### config.mk
export PLATFORM = sky130hd
export DESIGN_NAME = prio_irq_ctrl
export DESIGN_NICKNAME = d
export VERILOG_FILES = /design/src/rtl/prio_irq_pkg.sv /design/src/rtl/prio_irq_pick.sv /design/src/rtl/prio_irq_ptr.sv /design/src/rtl/prio_irq_ctrl.sv
export SDC_FILE = /design/constraint.sdc
export NUM_CORES = 1
export LEC_CHECK = 0
export ABC_AREA = 1
export CORE_AREA = 2 2 74 93
export DETAILED_ROUTE_END_ITERATION = 8
export DIE_AREA = 0 0 76 95
export DONT_BUFFER_PORTS = 1
export GPL_ROUTABILITY_DRIVEN = 1
export PLACE_DENSITY = 0.65
export SLEW_MARGIN = 20
export SYNTH_ARGS = -nofsm -noshare
export SYNTH_HDL_FRONTEND = slang
export SYNTH_SLANG_ARGS = --single-unit
### constraint.sdc
create_clock -name clk -period 4.3 [get_ports clk]
set_clock_uncertainty 0.15 [all_clocks]
set_input_delay 0.215 -clock clk [delete_from_list [all_inputs] [get_ports clk]]
set_output_delay 0.215 -clock clk [all_outputs]
set_load 0.01 [all_outputs]
### src/rtl/prio_irq_pkg.sv
package prio_irq_pkg;
   typedef enum logic {
      PRIO_FIXED  = 1'b0,
      PRIO_ROTATE = 1'b1
   } prio_mode_e;
endpackage

### src/rtl/prio_irq_pick.sv
// Circular priority finder: the position after `low` ranks highest.
module prio_irq_pick #(
   parameter int N_SRC = 8,
   parameter int ID_W  = $clog2(N_SRC)
) (
   input  logic [N_SRC-1:0] cand,
   input  logic [ID_W-1:0]  low,
   output logic             any,
   output logic [ID_W-1:0]  idx,
   output logic [ID_W-1:0]  rank
);
   logic [ID_W-1:0]  pos [N_SRC];
   logic [N_SRC-1:0] rot;

   for (genvar k = 0; k < N_SRC; k++) begin : g_rot
      assign pos[k] = low + ID_W'(k + 1);
      assign rot[k] = cand[pos[k]];
   end

   always_comb begin
      any  = 1'b0;
      idx  = '0;
      rank = '0;
      for (int k = N_SRC - 1; k >= 0; k--) begin
         if (rot[k]) begin
            any  = 1'b1;
            idx  = pos[k];
            rank = ID_W'(k);
         end
      end
   end
endmodule

### src/rtl/prio_irq_ptr.sv
// Holds the scheme and the lowest-rank position.
module prio_irq_ptr
   import prio_irq_pkg::*;
#(
   parameter int N_SRC      = 8,
   parameter int ID_W       = $clog2(N_SRC),
   parameter bit HAS_ROTATE = 1'b1
) (
   input  logic            clk,
   input  logic            rst_n,
   input  logic            mode_we,
   input  logic            mode_rotate,
   input  logic            eoi_fire,
   input  logic [ID_W-1:0] eoi_idx,
   output logic [ID_W-1:0] low_eff
);
   localparam logic [ID_W-1:0] FIXED_LOW = ID_W'(N_SRC - 1);

   if (HAS_ROTATE) begin : g_rot
      prio_mode_e      mode_q;
      logic [ID_W-1:0] low_q;

      always_ff @(posedge clk or negedge rst_n) begin
         if (!rst_n) begin
            mode_q <= PRIO_FIXED;
            low_q  <= FIXED_LOW;
         end else begin
            if (mode_we)
               mode_q <= mode_rotate ? PRIO_ROTATE : PRIO_FIXED;
            if (eoi_fire && mode_q == PRIO_ROTATE)
               low_q <= eoi_idx;
         end
      end

      assign low_eff = (mode_q == PRIO_ROTATE) ? low_q : FIXED_LOW;

      // the lowest-rank position moves only on a retiring end-of-interrupt
      assert_ptr_hold_R8: assert property (@(posedge clk) disable iff (!rst_n)
         !eoi_fire |=> $stable(low_q));
   end else begin : g_fixed
      logic unused_ptr;
      assign unused_ptr = &{1'b0, clk, rst_n, mode_we, mode_rotate, eoi_fire, eoi_idx};
      assign low_eff    = FIXED_LOW;
   end
endmodule

### src/rtl/prio_irq_ctrl.sv
module prio_irq_ctrl #(
   parameter int N_SRC      = 8,
   parameter int VEC_W      = 8,
   parameter bit HAS_ROTATE = 1'b1,
   localparam int ID_W      = $clog2(N_SRC),
   localparam int BASE_W    = VEC_W - ID_W
) (
   input  logic              clk,
   input  logic              rst_n,
   input  logic [N_SRC-1:0]  irq_req,
   input  logic              mask_we,
   input  logic [N_SRC-1:0]  mask_wdata,
   input  logic              mode_we,
   input  logic              mode_rotate,
   input  logic [BASE_W-1:0] mode_base,
   input  logic              eoi,
   input  logic              inta,
   output logic              intr,
   output logic              vec_valid,
   output logic [VEC_W-1:0]  vec_out
);
   if (N_SRC < 2 || N_SRC != (1 << ID_W)) begin : g_bad_n
      $error("N_SRC must be a power of two of at least 2");
   end
   if (BASE_W < 1) begin : g_bad_w
      $error("VEC_W must exceed the source number width");
   end

   logic [N_SRC-1:0]  pend_q, isr_q, mask_q;
   logic [BASE_W-1:0] base_q;
   logic [VEC_W-1:0]  vec_q;
   logic              vv_q;

   logic [ID_W-1:0]   low_eff;
   logic              win_any, top_any;
   logic [ID_W-1:0]   win_idx, win_rank, top_idx, top_rank;
   logic [N_SRC-1:0]  eligible, ack_bit, eoi_bit;
   logic              ack, eoi_fire;

   assign eligible = pend_q & ~mask_q;

   prio_irq_pick #(.N_SRC(N_SRC), .ID_W(ID_W)) u_win (
      .cand(eligible), .low(low_eff),
      .any(win_any), .idx(win_idx), .rank(win_rank));

   prio_irq_pick #(.N_SRC(N_SRC), .ID_W(ID_W)) u_top (
      .cand(isr_q), .low(low_eff),
      .any(top_any), .idx(top_idx), .rank(top_rank));

   assign intr     = win_any && (!top_any || win_rank < top_rank);
   assign ack      = inta && intr;
   assign eoi_fire = eoi && top_any;
   assign ack_bit  = ack      ? (N_SRC'(1) << win_idx) : '0;
   assign eoi_bit  = eoi_fire ? (N_SRC'(1) << top_idx) : '0;

   prio_irq_ptr #(.N_SRC(N_SRC), .ID_W(ID_W), .HAS_ROTATE(HAS_ROTATE)) u_ptr (
      .clk(clk), .rst_n(rst_n), .mode_we(mode_we), .mode_rotate(mode_rotate),
      .eoi_fire(eoi_fire), .eoi_idx(top_idx), .low_eff(low_eff));

   always_ff @(posedge clk or negedge rst_n) begin
      if (!rst_n) begin
         pend_q <= '0;
         isr_q  <= '0;
         mask_q <= '0;
         base_q <= '0;
         vec_q  <= '0;
         vv_q   <= 1'b0;
      end else begin
         pend_q <= (pend_q | irq_req) & ~ack_bit;
         isr_q  <= (isr_q & ~eoi_bit) | ack_bit;
         vv_q   <= ack;
         if (ack)     vec_q  <= {base_q, win_idx};
         if (mask_we) mask_q <= mask_wdata;
         if (mode_we) base_q <= mode_base;
      end
   end

   assign vec_valid = vv_q;
   assign vec_out   = vec_q;

   // masking every source silences the interrupt line
   assert_all_masked_R3: assert property (@(posedge clk) disable iff (!rst_n)
      mask_we && (&mask_wdata) |=> !intr);

   // an accepted acknowledge adds a new in-service bit
   assert_ack_enters_service_R5: assert property (@(posedge clk) disable iff (!rst_n)
      ack |=> (isr_q & ~$past(isr_q)) != '0);

   // the presented vector names a source that is in service
   assert_vec_in_service_R6: assert property (@(posedge clk) disable iff (!rst_n)
      vec_valid |-> isr_q[vec_out[ID_W-1:0]]);

   // an end-of-interrupt retires exactly one source
   assert_eoi_single_R7: assert property (@(posedge clk) disable iff (!rst_n)
      eoi && top_any && !inta |=> $countones(isr_q) == $countones($past(isr_q)) - 1);

   // an acknowledge with no request pending is dropped
   assert_stray_ack_R9: assert property (@(posedge clk) disable iff (!rst_n)
      inta && !intr |=> !vec_valid);
endmodule

* Yosys cells after proc, flatten, opt, wreduce, memory -nomap -nowiden *
Cells that the tools add are included.

operators by class
  mux-type cells = 84
  add/sub/neg operators = 7
  reduce and logical (&&, ||, !) cells = 6
  $lt $le $gt $ge = 9
  bitwise logic cells = 8
  shifts and indexed selects = 2

operators with widths
  kind                                                         number
  2-to-1 mux 3 bit                                             33
  binary-select mux 1 bit (select 3 bit)                       16
  2-to-1 mux 1 bit                                             33
  less-than comparator 3 x 4 -> 1 bit (second input constant)  8
  bitwise AND 8 bit                                            3
  inverter 8 bit                                               3
  2-to-1 mux 8 bit                                             2
  bitwise OR 8 bit                                             2
  << shifter 1 x 3 -> 8 bit (first input constant)             2
  adder 3 bit (second input constant)                          4
  adder 3 x 2 -> 3 bit (second input constant)                 2
  logical AND 1 bit                                            4
  adder 3 x 1 -> 3 bit (second input constant)                 1
  less-than comparator 3 bit                                   1
  logical NOT 1 bit                                            1
  logical OR 1 bit                                             1

word-level totals
  logic and storage cells = 124
  flip-flop bits (word level) = 42
  input bits = 28

* Depth between registers and ports, before layout *
Gate-level depths: netlist (run 1).

  depth in word-level cells = 19
  gate-level depth with buffers = 24
  depth with buffers taken out = 22

* Hierarchy *
A second synthesis (run 1) with hierarchy kept.

unflattened totals
  cells, all modules = 472
  area, all modules = 3460.8 sq um

by module, submodules not included
  module         instances  cells an instance  area an instance (sq um)
  prio_irq_ctrl  1          182                1730.4
  prio_irq_pick  2          135                777.0
  prio_irq_ptr   1          20                 176.4

* Least setup slack after synthesis (run 1) *
No wires, ideal clock.

  kind = flip-flop to flip-flop
  start = register u_ptr.g_rot.low_q[1]
  end = register pend_q[5]
  cell stages (with the launch flop) = 20
  data arrival time = 3027 ps
  library setup time = 118 ps
  required time = 4032 ps
  clock period less this slack = 3295 ps
  path slack = 1005 ps
  path through = dfstp_2 -> inv_1 -> nand2_4 -> buf_2 -> ha_1 -> clkbuf_1 -> inv_1 -> nand2_1 -> nand3_1 -> nand2_2 -> nor3_1 -> nor2_1 -> ha_1 -> a21oi_1 -> nand2_2 -> nand2_4 -> nand3_4 -> buf_8 -> nor2_2 -> nor2_2

on the way
  cells in the longest elaborated chain, start to end = 18

RTL lines
  what                                                                               RTL line                                  source
  from (decl)                                                                        prio_irq_ptr.sv:21                        logic [ID_W-1:0] low_q;
  from (signal assigned)                                                             prio_irq_ptr.sv:31                        low_q <= eoi_idx;
  2-to-1 mux 3 bit (*)                                                               prio_irq_ptr.sv:35                        assign low_eff = (mode_q == PRIO_ROTATE) ? low_q : FIXED_LOW;
  adder 3 bit / binary-select mux 1 bit (select 3 bit) (equally long branches)       prio_irq_pick.sv:16, prio_irq_pick.sv:17
  binary-select mux 1 bit (select 3 bit) / 2-to-1 mux 1 bit (equally long branches)  prio_irq_pick.sv:17                       assign rot[k] = cand[pos[k]];
  2-to-1 mux 1 bit (implied by the code), or another cell as far along               prio_irq_pick.sv:17
  2-to-1 mux 3 bit / 2-to-1 mux 1 bit (equally long branches) (7 in series)          prio_irq_pick.sv:25                       if (rot[k]) begin
  less-than comparator 3 bit / logical NOT 1 bit (equally long branches)             prio_irq_ctrl.sv:50                       assign intr = win_any && (!top_any || win_rank < top_rank);
  logical OR 1 bit                                                                   prio_irq_ctrl.sv:50
  logical AND 1 bit                                                                  prio_irq_ctrl.sv:50
  logical AND 1 bit                                                                  prio_irq_ctrl.sv:51                       assign ack = inta && intr;
  2-to-1 mux 8 bit (*)                                                               prio_irq_ctrl.sv:53                       assign ack_bit = ack ? (N_SRC'(1) << win_idx) : '0;
  inverter 8 bit (*)                                                                 prio_irq_ctrl.sv:69                       pend_q <= (pend_q | irq_req) & ~ack_bit;
  bitwise AND 8 bit (*)                                                              prio_irq_ctrl.sv:69
  to (signal assigned)                                                               prio_irq_ctrl.sv:69
  to (decl)                                                                          prio_irq_ctrl.sv:29                       logic [N_SRC-1:0] pend_q, isr_q, mask_q;

Mark *: on every way between the ends. The rest lies on a longest branch, timed or not. The select of a mux whose other input is x is not followed.
A chain may end at the register's enable or synchronous reset.

* Final worst setup path (run 1) *
  start = register u_ptr.g_rot.low_q[0]
  end = output port intr

on the way
  cells in the longest elaborated chain, start to end = 14

RTL lines
  what                                                                               RTL line                                  source
  2-to-1 mux 3 bit (*)                                                               prio_irq_ptr.sv:35
  adder 3 bit / binary-select mux 1 bit (select 3 bit) (equally long branches)       prio_irq_pick.sv:16, prio_irq_pick.sv:17
  binary-select mux 1 bit (select 3 bit) / 2-to-1 mux 1 bit (equally long branches)  prio_irq_pick.sv:17
  2-to-1 mux 1 bit (implied by the code), or another cell as far along               prio_irq_pick.sv:17
  2-to-1 mux 3 bit / 2-to-1 mux 1 bit (equally long branches) (7 in series)          prio_irq_pick.sv:25
  less-than comparator 3 bit / logical NOT 1 bit (equally long branches)             prio_irq_ctrl.sv:50
  logical OR 1 bit                                                                   prio_irq_ctrl.sv:50
  logical AND 1 bit (*)                                                              prio_irq_ctrl.sv:50
  to (decl)                                                                          prio_irq_ctrl.sv:18                       output logic intr,

Marks and branches as above.

==> out/results.txt, run 1 <==
Run status: finished, final reports clean
First drt pass iteration count: 5
Synth Area in Simple Gates: 44.9%
Yosys cell types: 33
Post-synthesis compound-gate area fraction: 8.58%
CTS buffer count: 5
Synth Area in XOR/XNOR: 1.06%
Clk pwr share: 7.8%
Drt wl/cell: 13.6 µm
Total die area: 0.00722 mm²
Avg Cell Area, Syn: 6.51 µm²
Crit path time final: 3890 ps
Row cnt: 33
Gr usage total: 23.6%
#FFs+latches synth: 42
Worst skew pair latency: 290 ps
Adder-cell share of the synthesized area: 1.57%
Setup CP Type: flip-flop to primary output
Post-synth ARST share: 100%
Critical Path, Cell by Cell: inv_2, nand2_4, ha_1, inv_1, nand2_1, nand3_1, nand2_2, nor3_1, nor2_1, ha_1, a21oi_1, nand2_2, nand2_4, nand2_1, inv_1
Internal power: 0.00130 W
Routability cong.: 0.941
Sequential share of the synthesized area: 33.0%
Net Sw Frac: 57.7%
Clk buf depth: 2
Worst vdd ir: 0.000533 V
Max-cap violations: 0
Largest net degree at the start of global routing: 43
WP data required: 3930 ps
Syn_nets: 522
Cell Pwr Density: 864 mW/mm²
Setup ws final: 407 ps
DR vias/cell: 5.22
CP max FO: 20
Cell accounting for the most synthesized area: dfrtp_1
Post-synthesis cell count: 490
Top post-synthesis cells by count: 199 x nand2_1, 54 x nand3_1, 45 x inv_1, 39 x dfrtp_1, 32 x o21ai_0
RSZ-0062 raised after global routing: false
Die width: 76 µm
I/O Pins: 38
Gate power share: 71.2%
Cell with the most instances after synthesis: nand2_1
H-Tree Depth: 2
DP Worst Slack: 326 ps
Fmax: 257 MHz
Worst path arrival time: 3530 ps
Leakage: 1.86 nW
Hold Path Class: input port to flip-flop
Clock sink count: 42
Fin nets: 545
Post-synthesis mux area share: 1.76%
CP max stage cell: dfstp_2
CP peak stage delay: 590 ps
Synth top area cells: dfrtp_1 31%, nand2_1 23%, nand3_1 8.5%
Detailed Route Iter0 Violations: 206
Core Region: 0.00640 mm²
Layout cells sized above 1: 11.1%
Final hold vios: 0
Top_reg_cell synth: dfrtp_1
Max Transition Viols Final: 0
Worst setup EP type: primary output
Initial antenna violation count: 0
Overall routed net length: 8170 µm
Post-CTS Repair Setup Buffers: 0
Die Y: 95 µm
Slew @ Worst Pin: 444 ps
Crit path launch type: flip-flop
Antenna fix cells: 0
Final period util: 90.5%
EDFF count, synth: 0
Starting Density: 49.9%
Max-Slew Margin vs Limit: 70.3%
Hold Slack: 140 ps
GRT overflow: 0
Detailed placement HPWL: 6190 µm
Worst-path clk slew: 80 ps
First-pass GRT wire length: 13,800 µm
Final TNS setup: 0 ps
I/O Buffers: 0
Largest family of logic cells by synthesized area: simple AND/OR/NAND/NOR gates
CTS root buf: clkbuf_8
Via count: 3,137
DRT antenna net count: 0
Flop pwr share: 21.0%
Fillers: 645
Final Setup Violations: 0
DR DRC count: 0
Top-area cell type share of the netlist area: 30.6%
Vias in the first global route: 2,974
Syn Std Cell Area: 0.00319 mm²
Syn. warnings: 0
CTS tree: built
Net Switching: 0.00178 W
Area Overhead vs Synth: 12.0%
-- what timing repair did --
item                                   CTS  global route
endpoints found under the hold margin   72             0
hold buffers                            27             0
setup endpoints to repair                0            24
resized for setup                        0             1
-- final timing paths --
path	startpoint	end	slack, ps	cells after the start
max in group asynchronous	rst_n	u_ptr.g_rot.low_q[1]$_DFFE_PN1P_	3510	2
min in group asynchronous	rst_n	mask_q[1]$_DFFE_PN0P_	220	2
worst max-delay path	u_ptr.g_rot.low_q[0]$_DFFE_PN1P_	intr	410	15
worst max register to register	u_ptr.g_rot.low_q[0]$_DFFE_PN1P_	pend_q[6]$_DFF_PN0_	440	16
worst min-delay path	eoi	isr_q[3]$_DFF_PN0_	140	5
worst min register to register	u_ptr.g_rot.low_q[2]$_DFFE_PN1P_	u_ptr.g_rot.low_q[2]$_DFFE_PN1P_	360	2
-- cell type report --
type                       instances  area, µm²  share of cell area, %
clock buffer                       8       80.1                   2.24
multi-input combinational        385       1850                   51.7
timing repair buffer              28        288                   8.05
sequential                        42       1060                   29.6
inverter                          51        193                   5.39
tap                               87        109                   3.05
-- stage by stage --
stage          cell area [µm²]  power [W]  utilization, %  instances
6_report                  3570    0.00309            55.8        601
4_1_cts                   3570    0.00307            55.8        601
5_1_grt                   3570    0.00344            55.8        601
3_5_place_dp              3210    0.00278            50.2        566
2_1_floorplan             3190    0.00241               -        490
3_3_place_gp              3210    0.00277            50.2        566
-- worst max-delay path, delay by kind of cell, from the launching register on --
| family | cells | cell delay, ps |
|---|---|---|
| flops | 1 | 590 |
| buf+inv | 3 | 410 |
| fa+ha+maj | 2 | 730 |
| simple gates | 9 | 1290 |
| compound gates | 1 | 200 |
-- registers in the layout (all words and copies together), names as in the netlist --
name and count:
base_q 5, isr_q 8, mask_q 8, pend_q 8, u_ptr.g_rot.low_q 3, u_ptr.g_rot.mode_q 1
vec_out 8, vec_valid 1
-- cells in the final DEF (no fill, tap or decap), types with 4 or more instances in the layout --
| master | Yosys | routed |
|---|---|---|
| a21oi_1 | 12 | 12 |
| clkbuf_8 | 0 | 5 |
| dfrtp_1 | 39 | 38 |
| dlygate4sd3_1 | 0 | 26 |
| ha_1 | 4 | 4 |
| inv_1 | 45 | 45 |
| inv_2 | 5 | 5 |
| mux2_2 | 5 | 5 |
| nand2_1 | 199 | 199 |
| nand2_2 | 8 | 8 |
| nand3_1 | 54 | 54 |
| nand4_1 | 9 | 9 |
| nor2_1 | 26 | 26 |
| nor2_2 | 14 | 14 |
| o21ai_0 | 32 | 32 |
| o21ai_1 | 4 | 4 |
-- cell families (layout without fill, tap and decap cells) --
kind of cell | Yosys count | count (layout)
and+or+nand+nor | 321 | 321
AOI/OAI and AO/OA | 52 | 52
buffers and inverters | 63 | 87
DFF | 42 | 42
xor gates and xnor gates | 3 | 3
muxes | 5 | 5
adders and majority gates | 4 | 4
-- power by group through the flow --
stage	clock, W	sequential (W)	combinational (W)
final	0.000241	0.000647	0.00220
after global routing	0.000264	0.000662	0.00252
after floorplan	0	0.000623	0.00178
after global placement	0	0.000654	0.00212
after CTS	0.000249	0.000648	0.00217
after detailed placement	0	0.000654	0.00213
-- metal layers --
| metal | part of all wire [%] | up-vias | GRT usage, % |
|---|---|---|---|
| met5 | 0 | - | 0 |
| met4 | 2.2 | 0 | 9.09 |
| met3 | 3.7 | 16 | 2.39 |
| met2 | 48 | 91 | 40.6 |
| met1 | 46 | 1432 | 31.1 |
| li1 | - | 1598 | - |
(Power assumes the default switching activity.)
==> inputs of run 2 (changes only) <==
CELL_PAD_IN_SITES_DETAIL_PLACEMENT = 1   (was default)
CELL_PAD_IN_SITES_GLOBAL_PLACEMENT = 1   (was default)
CORE_AREA = 2 2 79 100   (was 2 2 74 93)
DIE_AREA = 0 0 81 102   (was 0 0 76 95)
PLACE_DENSITY = default   (was 0.65)
PLACE_DENSITY_LB_ADDON = 0.1   (was default)
==> out/results.txt, run 2 (same netlist as run 1, synthesis figures left out) <==
Run status: finished, final reports clean
Detailed Route Iter0 Violations: 93 (-55%)
Setup CP Type: flip-flop to flip-flop
Cell Area, Placed: 0.00323 mm² (+0.66%)
Row cnt: 35 (+6.1%)
Max-cap violations: 0 (unchanged)
Commonest non-fill, non-tap cells in the layout: 199 x nand2_1, 54 x nand3_1, 45 x inv_1, 38 x dfrtp_1, 32 x o21ai_0
Final Setup Violations: 0 (unchanged)
Worst-path clk slew: 80 ps (about the same)
Die Y: 102 µm (+7.4%)
Final hold vios: 0 (unchanged)
Via count: 3,228 (+2.9%)
Critical Path, Cell by Cell: inv_2, nand2_4, ha_1, inv_1, nand2_1, nand3_1, nand2_2, nor3_1, nor2_1, ha_1, a21oi_1, nand2_2, nand2_4, nand3_4, o21ai_0
Worst skew pair latency: 290 ps (about the same)
Worst path arrival time: 3950 ps (+420 ps)
Starting Density: 43.9% (-6.0 points)
RSZ-0062 raised after global routing: false
Routability cong.: 0.914 (-2.8%)
Fillers: 998 (+55%)
First-pass GRT wire length: 17,200 µm (+25%)
Crit path time final: 3910 ps (+20.4 ps)
DRT antenna net count: 0 (unchanged)
DR vias/cell: 5.31 (+1.7%)
Hold Path Class: input port to flip-flop
Die width: 81 µm (+6.6%)
Layout cells sized above 1: 11.8% (+0.73 points)
GRT overflow: 0 (unchanged)
Final TNS setup: 0 ps (unchanged)
H-Tree Depth: 2 (unchanged)
I/O Pins: 38 (unchanged)
Clk buf depth: 2 (unchanged)
CP max stage cell: dfstp_2
Overall routed net length: 10,400 µm (+27%)
Largest net degree at the start of global routing: 43 (unchanged)
Max Transition Viols Final: 0 (unchanged)
Post-CTS Repair Setup Buffers: 0 (unchanged)
WP data required: 4340 ps (+410 ps)
Worst setup EP type: flip-flop
Crit path launch type: flip-flop
DR DRC count: 0 (unchanged)
Worst vdd ir: 0.000555 V (+4.3%)
Cell Pwr Density: 894 mW/mm² (+3.5%)
Leakage: 1.88 nW (+1.0%)
I/O Buffers: 0 (unchanged)
CP peak stage delay: 600 ps (about the same)
CTS tree: built
Max-Slew Margin vs Limit: 65.3% (-5.0 points)
First drt pass iteration count: 4 (-1)
Detailed placement HPWL: 7700 µm (+24%)
Total die area: 0.00826 mm² (+14%)
Antenna fix cells: 0 (unchanged)
Drt wl/cell: 17.0 µm (+25%)
CTS buffer count: 5 (unchanged)
Final period util: 91.0% (+0.47 points)
Clock sink count: 42 (unchanged)
Vias in the first global route: 3,443 (+16%)
Slew @ Worst Pin: 519 ps (+75.4 ps)
Area Overhead vs Synth: 13.0%
Most common cell after layout, fill and taps aside: nand2_1
Fin nets: 547 (+0.37%)
Core Region: 0.00727 mm² (+14%)
Initial antenna violation count: 0 (unchanged)
CTS root buf: clkbuf_8
Fmax: 256 MHz (-0.52%)
CP max FO: 25 (+25%)
Post-route cell area: 0.00361 mm² (+0.91%)
Gr usage total: 27.3% (+3.7 points)
[run 2: routing by layer]
metal	track usage, %	wire (µm)	up-vias
li1	-	-	1612
met1	31.1	4310	1543
met2	52.4	5600	57
met3	2.92	256	16
met4	8.47	199	0
met5	0	0	-
[run 2: final cells by class]
class | instances | area (µm²) | share of cell area, %
clock inverters | 1 | 5.00 | 0.139
multi-input cells | 385 | 1850 | 51.2
well taps | 92 | 115 | 3.19
clock buffers | 7 | 86.3 | 2.39
repair buffers | 30 | 303 | 8.40
flip-flops and latches | 42 | 1060 | 29.3
inverters | 51 | 193 | 5.34
[run 2: worst max-delay path: cells and delay by family, from the launching register on]
kind	cells	cell delay, ps
AOI/OAI and AO/OA	2	500
adders and majority gates	2	740
buffers and inverters	2	320
DFF	1	600
and+or+nand+nor	9	1500
[run 2: stage by stage]
stage,utilization (%),hold slack (ps),power [W],instances,setup slack (ps)
after floorplan,-,-231,0.00241,490,1000
after global placement,44.5,-230,0.00284,573,361
after detailed placement,44.5,-230,0.00291,573,261
after CTS,49.6,141,0.00322,608,189
after global routing,49.6,159,0.00358,608,62.9
final,49.6,141,0.00322,608,387
[run 2: final timing paths]
| path | slack, ps | endpoint | startpoint | depth (start not counted) |
|---|---|---|---|---|
| worst max-delay path | 390 | isr_q[7]$_DFF_PN0_ | u_ptr.g_rot.low_q[0]$_DFFE_PN1P_ | 15 |
| worst min-delay path | 140 | isr_q[4]$_DFF_PN0_ | inta | 2 |
| worst max register to register | 390 | isr_q[7]$_DFF_PN0_ | u_ptr.g_rot.low_q[0]$_DFFE_PN1P_ | 15 |
| worst min register to register | 360 | u_ptr.g_rot.low_q[2]$_DFFE_PN1P_ | u_ptr.g_rot.low_q[2]$_DFFE_PN1P_ | 2 |
| max in group asynchronous | 3470 | u_ptr.g_rot.low_q[1]$_DFFE_PN1P_ | rst_n | 2 |
| min in group asynchronous | 270 | isr_q[5]$_DFF_PN0_ | rst_n | 2 |
[run 2: power breakdown]
part / switching [W] / internal (W) / total, W
Combinational: 0.00165 / 0.000659 / 0.00231
Sequential: 0.000116 / 0.000538 / 0.000654
Clock: 0.000131 / 0.000130 / 0.000261
Total: 0.00190 / 0.00133 / 0.00322
[run 2: what timing repair did]
item	in CTS	in global routing
hold buffers	27	0
setup endpoints to repair	0	25
gates resized for setup	0	1
hold endpoints to repair	72	0
